### src/rtl/hold_pause_pkg.sv
// Package: shared types for the hold pause controller.
// Assumes: nothing beyond IEEE 1800-2017.
package hold_pause_pkg;

    // Pause state: running, entry deferred, paused, exit deferred.
    typedef enum logic [1:0] {
        HS_RUN        = 2'd0,
        HS_ENTER_WAIT = 2'd1,
        HS_PAUSED     = 2'd2,
        HS_EXIT_WAIT  = 2'd3
    } hold_state_t;

    // Indices of the pin samples kept by the history register.
    localparam int unsigned PIN_SCK  = 0;
    localparam int unsigned PIN_HOLD = 1;
    localparam int unsigned PIN_CNT  = 2;

    // True for the states in which the engine must be frozen.
    function automatic logic state_is_paused(input hold_state_t s);
        return (s == HS_PAUSED) || (s == HS_EXIT_WAIT);
    endfunction

endpackage

### src/rtl/hp_pin_history.sv
// Module: hp_pin_history
// Keeps a one-cycle-old copy of each synchronised pin so that edges can be found.
// Assumes: inputs are already synchronous to clk. Every stored bit resets to 0,
// so a pin that is low when reset is released never looks like a falling edge.
module hp_pin_history #(
    parameter int unsigned WIDTH = 2
) (
    input  logic             clk,
    input  logic             rst_n,
    input  logic [WIDTH-1:0] pin_now,
    output logic [WIDTH-1:0] pin_prev
);

    for (genvar g = 0; g < WIDTH; g++) begin : g_bit
        // Store last cycle's level of one pin.
        always_ff @(posedge clk) begin
            if (!rst_n) pin_prev[g] <= 1'b0;
            else        pin_prev[g] <= pin_now[g];
        end
    end

endmodule

### src/rtl/hp_hold_fsm.sv
// Module: hp_hold_fsm
// Decides when a pause starts and ends, qualified by the serial clock level.
// A hold_n edge seen with sck low acts at once. One seen with sck high waits for
// the next sck falling edge. Deselecting always returns the FSM to running, and
// flags an abort when that happens during a pause.
// Assumes: the edge inputs come from the current and previous pin samples.
module hp_hold_fsm
    import hold_pause_pkg::*;
(
    input  logic clk,
    input  logic rst_n,
    input  logic cs_n,
    input  logic sck,
    input  logic hold_n,
    input  logic hold_fall,
    input  logic hold_rise,
    input  logic sck_fall,
    output logic paused,
    output logic abort_evt
);

    hold_state_t state_q, state_d;

    // Next-state selection; deselect has priority over every hold event.
    always_comb begin
        state_d = state_q;
        if (cs_n) begin
            state_d = HS_RUN;
        end else begin
            unique case (state_q)
                HS_RUN: begin
                    if (hold_fall) state_d = sck ? HS_ENTER_WAIT : HS_PAUSED;
                end
                HS_ENTER_WAIT: begin
                    if (hold_n)        state_d = HS_RUN;
                    else if (sck_fall) state_d = HS_PAUSED;
                end
                HS_PAUSED: begin
                    if (hold_rise) state_d = sck ? HS_EXIT_WAIT : HS_RUN;
                end
                HS_EXIT_WAIT: begin
                    if (!hold_n)       state_d = HS_PAUSED;
                    else if (sck_fall) state_d = HS_RUN;
                end
                default: state_d = HS_RUN;
            endcase
        end
    end

    // State register.
    always_ff @(posedge clk) begin
        if (!rst_n) state_q <= HS_RUN;
        else        state_q <= state_d;
    end

    assign paused    = state_is_paused(state_q);
    assign abort_evt = cs_n && state_is_paused(state_q);

    // a qualified falling edge with sck low pauses at once.
    a_r2_enter_on_low_clock: assert property (@(posedge clk) disable iff (!rst_n)
        (state_q == HS_RUN && !cs_n && hold_fall && !sck) |=> paused);

    // being deselected leaves the FSM running in the next cycle.
    a_r6_deselect_clears: assert property (@(posedge clk) disable iff (!rst_n)
        cs_n |=> !paused);

    // with hold_n low and selected, a pause persists whatever sck does.
    a_r9_pause_holds: assert property (@(posedge clk) disable iff (!rst_n)
        (paused && !hold_n && !cs_n) |=> paused);

    // a deferred entry does not pause before an sck falling edge.
    a_r3_defer_entry: assert property (@(posedge clk) disable iff (!rst_n)
        (state_q == HS_ENTER_WAIT && !cs_n && !sck_fall) |=> !paused);

endmodule

### src/rtl/hp_abort_stretch.sv
// Module: hp_abort_stretch
// Stretches a one-cycle abort event into a request of exactly LEN cycles.
// Assumes: LEN >= 1. A new trigger reloads the count.
module hp_abort_stretch #(
    parameter int unsigned LEN = 2
) (
    input  logic clk,
    input  logic rst_n,
    input  logic trig,
    output logic busy
);

    localparam int unsigned CW = $clog2(LEN + 1);

    logic [CW-1:0] cnt_q;

    // Load on trigger, otherwise count down to zero.
    always_ff @(posedge clk) begin
        if (!rst_n)          cnt_q <= '0;
        else if (trig)       cnt_q <= CW'(LEN);
        else if (cnt_q != 0) cnt_q <= cnt_q - 1'b1;
    end

    assign busy = (cnt_q != '0);

    // an abort event raises the request in the following cycle.
    a_r7_abort_follows: assert property (@(posedge clk) disable iff (!rst_n)
        trig |=> busy);

endmodule

### src/rtl/hold_pause_ctrl.sv
// Module: hold_pause_ctrl (top)
// Gates a serial slave port with an active-low hold input, qualified by sck.
// Produces the clock-qualify enable, the data output enable and an abort request.
// Assumes: cs_n, sck and hold_n are already synchronised to clk.
module hold_pause_ctrl
    import hold_pause_pkg::*;
#(
    parameter int unsigned ABORT_LEN = 2
) (
    input  logic clk,
    input  logic rst_n,
    input  logic cs_n,
    input  logic sck,
    input  logic hold_n,
    output logic sck_en,
    output logic so_oe,
    output logic abort_req
);

    logic [PIN_CNT-1:0] pin_now, pin_prev;
    logic hold_fall, hold_rise, sck_fall;
    logic paused, abort_evt;

    assign pin_now[PIN_SCK]  = sck;
    assign pin_now[PIN_HOLD] = hold_n;

    hp_pin_history #(.WIDTH(PIN_CNT)) u_hist (
        .clk      (clk),
        .rst_n    (rst_n),
        .pin_now  (pin_now),
        .pin_prev (pin_prev)
    );

    // Edge strobes from the current and previous samples.
    assign hold_fall = pin_prev[PIN_HOLD] && !hold_n;
    assign hold_rise = !pin_prev[PIN_HOLD] && hold_n;
    assign sck_fall  = pin_prev[PIN_SCK] && !sck;

    hp_hold_fsm u_fsm (
        .clk       (clk),
        .rst_n     (rst_n),
        .cs_n      (cs_n),
        .sck       (sck),
        .hold_n    (hold_n),
        .hold_fall (hold_fall),
        .hold_rise (hold_rise),
        .sck_fall  (sck_fall),
        .paused    (paused),
        .abort_evt (abort_evt)
    );

    hp_abort_stretch #(.LEN(ABORT_LEN)) u_abort (
        .clk   (clk),
        .rst_n (rst_n),
        .trig  (abort_evt),
        .busy  (abort_req)
    );

    assign sck_en = !paused;
    assign so_oe  = !cs_n && !paused;

    // the data pin is driven only while selected and running.
    a_r11_oe_needs_select: assert property (@(posedge clk) disable iff (!rst_n)
        so_oe |-> (!cs_n && sck_en));

    // a deselect from the running state raises no request.
    a_r8_no_spurious_abort: assert property (@(posedge clk) disable iff (!rst_n)
        (cs_n && sck_en && !abort_req) |=> !abort_req);

endmodule

### config.mk
export PLATFORM = sky130hd
export DESIGN_NAME = hold_pause_ctrl
export DESIGN_NICKNAME = d
export VERILOG_FILES = /design/src/rtl/hold_pause_pkg.sv /design/src/rtl/hp_pin_history.sv /design/src/rtl/hp_hold_fsm.sv /design/src/rtl/hp_abort_stretch.sv /design/src/rtl/hold_pause_ctrl.sv
export SDC_FILE = /design/constraint.sdc
export NUM_CORES = 1
export LEC_CHECK = 0
export BUFFER_PORTS_ARGS = -buffer_cell sky130_fd_sc_hd__buf_2
export CORE_AREA = 2 2 39 41
export DETAILED_ROUTE_END_ITERATION = 16
export DIE_AREA = 0 0 41 43
export SLEW_MARGIN = 15
export SYNTH_ARGS = -nofsm -noshare
export SYNTH_HDL_FRONTEND = slang
export SYNTH_SLANG_ARGS = --single-unit
### constraint.sdc
create_clock -name clk -period 1.9 [get_ports clk]
set_clock_uncertainty 0.05 [all_clocks]
set_input_delay 0.285 -clock clk [delete_from_list [all_inputs] [get_ports clk]]
set_output_delay 0.285 -clock clk [all_outputs]
set_load 0.005 [all_outputs]
==> impl_results.rst <==
.. list-table::
   :header-rows: 1

   * - Metric
     - Value
   * - Logic gate share of total power
     - 0.077
   * - Maximum root-to-sink buffer count
     - 2
   * - Cell area after placement
     - ~330 sq um
   * - Sequential-to-total area share from yosys stat
     - 0.4248
   * - Master of the slowest instance on the critical path
     - dfxtp_1
   * - Most common cell after layout, fill and taps aside
     - buf_2
   * - Setup repair after global routing missed its margin
     - false
   * - Pin count of the biggest net entering global routing
     - 10
   * - Number of nets at the end of the flow
     - 48
   * - Internal Dissipation
     - around 0.21 mW
   * - Ant. Diodes
     - 0
   * - Min cycle time layout
     - about 1.3 ns
   * - Nets in the synthesized netlist
     - 37
   * - Final setup slack of the worst path
     - between 0.5 and 0.6 ns
   * - Clock-pin slew reported for the worst setup and hold paths after clock tree synthesis
     - 0.04 ns
   * - Initial standard-cell utilization of the core
     - 0.2043
   * - Number of remaining DRC errors
     - 0
   * - Total clock buffers created by CTS
     - 3
   * - Area used by multi-input combinational logic
     - 140.1 sq um
   * - Antenna viol nets, final
     - 0
   * - Routed met1 length
     - around 260 um
   * - Via-to-Cell Ratio
     - between 4 and 5
   * - Via count of the first global-routing pass
     - 212
   * - Fraction of final layout cells with drive strength greater than 1
     - 0.3415
   * - Library cell used as clock root buffer
     - clkbuf_4
   * - Sw Share
     - 0.2279
   * - Boundary pin count
     - 8
   * - Number of I/O port buffers
     - 7
   * - Aggregate negative setup slack
     - 0 ns
   * - Depth of the worst register-to-register path
     - 3
   * - Commonest cells after routing, fill and taps aside
     - 7 x buf_2, 6 x dfxtp_1, 3 x inv_1, 3 x o21ai_0, 3 x clkbuf_4
   * - Clock share of power
     - 0.443
   * - Overall via count from detail_route
     - approximately 240
   * - Max-slew violation count
     - 0
   * - Top routing layer used
     - met4
   * - Die Width
     - between 40 and 50 um
   * - WHS
     - 0.2136 ns
   * - Max Clk Rate
     - 764.3 MHz
   * - Routed wire length per instance
     - 9.123 um
   * - Max-capacitance violation count
     - 0
   * - Critical path origin
     - u_fsm.state_q[1]
   * - Post-synthesis cell area
     - 282.8 sq um
   * - Post-route cell area
     - between 300 and 400 sq um
   * - Setup fix buffers added after clock tree synthesis
     - 0
   * - Warnings, synthesis
     - 0
   * - Filler Cells Inserted
     - 150
   * - Worst-skew pair later-pin latency
     - between 0.2 and 0.3 ns
   * - Portion of total power attributed to sequential cells
     - 0.481
   * - Flip-flop and latch count after synthesis
     - 6
   * - Startpoint-to-endpoint class of the critical path
     - reg -> out
   * - Total wirelength of the detailed-routed design
     - roughly 520 um
   * - Count of cells resized by post-cts repair
     - 0
   * - Die Ht
     - about 43 um
   * - Count of TritonRoute iterations in the first routing pass
     - 2
   * - Period utilisation layout
     - 0.6887
   * - Core box area
     - between 0.001 and 0.0015 sq mm
   * - Total power density per cell area
     - roughly 800 mW/mm^2
   * - Switching power of the nets
     - 0.06243 mW
   * - Netlist cell types
     - 20
   * - Signed area change from the synthesized netlist to the final layout
     - 23.45%
   * - Least-Margin Pin Slew
     - between 0.3 and 0.4 ns
   * - Initial DRC Count
     - 4
   * - H-tree depth
     - 1
   * - Kind of end point of the critical path
     - output port
   * - Number of hold buffers added after cts
     - 0
   * - Crit path launch type
     - flop
   * - Met2 wirelength from detailed routing
     - about 210 um
   * - CTS tree
     - done
   * - Endpoint of the most critical setup path
     - sck_en
   * - Final estimated routing congestion in global placement
     - about 0.70
   * - Worst path required time
     - 1.56 ns
   * - Post-synthesis cell count
     - 32
   * - GRT Util Overall
     - 0.07646
   * - Worst Path Arrival
     - between 0.9 and 1 ns
   * - Post-synthesis average cell area
     - ~8.8 sq um
   * - Max rail drop VDD
     - ~0.00026 V
   * - Final Hold Violating Endpoints
     - 0
   * - Cell breakdown of the critical path
     - inv_1, buf_2
   * - Result of the run
     - finished, final reports clean
   * - Max transition margin
     - 0.7902
   * - Finish-stage setup viols
     - 0
   * - Global-route wire length before repair
     - 848 um
   * - Classification of the worst-slack hold path
     - in -> reg
   * - Pre-CTS worst setup slack
     - 0.8525 ns
   * - Initial antenna violation count
     - 0
   * - Leak
     - 0.1326 nW
   * - Congestion Overflow GR
     - 0
   * - Area enclosed by the die boundary
     - 0.001763 sq mm
   * - RR Startpoint
     - u_fsm.state_q[1]
   * - Met3 wire length
     - about 37 um
   * - Max incr delay on CP
     - 0.50 ns
   * - Worst reg2reg path endpoint
     - u_fsm.state_q[0]
   * - DP Wirelength
     - 378.3 um
   * - Start point of the worst hold path
     - cs_n
   * - Core Rows
     - 14
   * - Largest fanout of any net on the critical path
     - 9
   * - Register-to-register setup slack
     - ~0.96 ns
   * - Sinks on the clock net
     - 6
   * - Register cell area after layout
     - around 120 sq um
==> cell usage after synthesis <==
| cell | instances | area (sq um) |
|---|---|---|
| a211oi_1 | 1 | 7.510 |
| a22oi_1 | 1 | 7.510 |
| a31oi_1 | 2 | 12.51 |
| and2_1 | 1 | 6.260 |
| and2_2 | 1 | 7.510 |
| and2b_2 | 1 | 8.760 |
| buf_6 | 1 | 11.26 |
| dfxtp_1 | 6 | 120.1 |
| inv_1 | 3 | 11.26 |
| nand2_1 | 2 | 7.510 |
| nand2b_2 | 1 | 8.760 |
| nand3b_1 | 1 | 7.510 |
| nand4_1 | 1 | 6.260 |
| nand4b_1 | 1 | 8.760 |
| nor2_1 | 2 | 7.510 |
| nor2b_1 | 1 | 6.260 |
| o211ai_1 | 1 | 7.510 |
| o21ai_0 | 3 | 15.01 |
| or2_2 | 1 | 6.260 |
| xnor2_1 | 1 | 8.760 |
==> worst min-delay path by stage <==
stage | to | slack (ns) | depth (start not counted)
final | u_abort.cnt_q[0] | 0.21 | 2
after global routing | u_abort.cnt_q[0] | 0.22 | 2
after CTS | u_abort.cnt_q[0] | 0.20 | 2
after detailed placement | u_abort.cnt_q[0] | 0.37 | 1
after global placement | u_abort.cnt_q[0] | 0.37 | 1
after floorplan | u_abort.cnt_q[0] | 0.33 | 1
==> registers in the layout, indices dropped and copies added, names as in the netlist <==
| register | count |
|---|---|
| u_abort.cnt_q | 2 |
| u_fsm.state_q | 2 |
| u_hist.pin_prev | 2 |
==> layer usage <==
layer / vias to the layer above / GRT usage
li1: 128 / -
met1: 104 / 0.09061
met2: 8 / 0.09375
met3: 2 / 0.01571
met4: 0 / 0.1000
met5: - / 0
==> power groups by stage <==
stage | logic, mW | clock network, mW | registers, mW
final | 0.0210 | 0.121 | 0.132
after global routing | 0.0234 | 0.130 | 0.132
after CTS | 0.0210 | 0.126 | 0.132
after detailed placement | 0.0209 | 0 | 0.134
after global placement | 0.0205 | 0 | 0.134
after floorplan | 0.0109 | 0 | 0.133
==> kinds of logic after synthesis <==
logic type	after synthesis	share of synthesized area
and+or+nand+nor	13	0.2877
AOI/OAI and AO/OA	8	0.1770
DFF	6	0.4248
buffers and inverters	4	0.07964
xor gates and xnor gates	1	0.03098
==> area by class of cell <==
class,instances,area share
well taps,16,0.05735
multi-input cells,22,0.4014
inverters,3,0.03226
flip-flops and latches,6,0.3441
repair buffers,7,0.1004
clock buffers,3,0.06452
==> stage by stage <==
step	utilization	instances	power, mW
after floorplan	-	32	0.1441
after global placement	0.2360	54	0.1545
after detailed placement	0.2360	54	0.1549
after CTS	0.2523	57	0.2789
after global routing	0.2523	57	0.2855
final	0.2523	57	0.2739
==> critical path: cells and delay by family, from the launching register on <==
family   cells  cell delay [ns]
buf+inv      2             0.23
flops        1             0.50
Power figures use the tool's default switching activity.
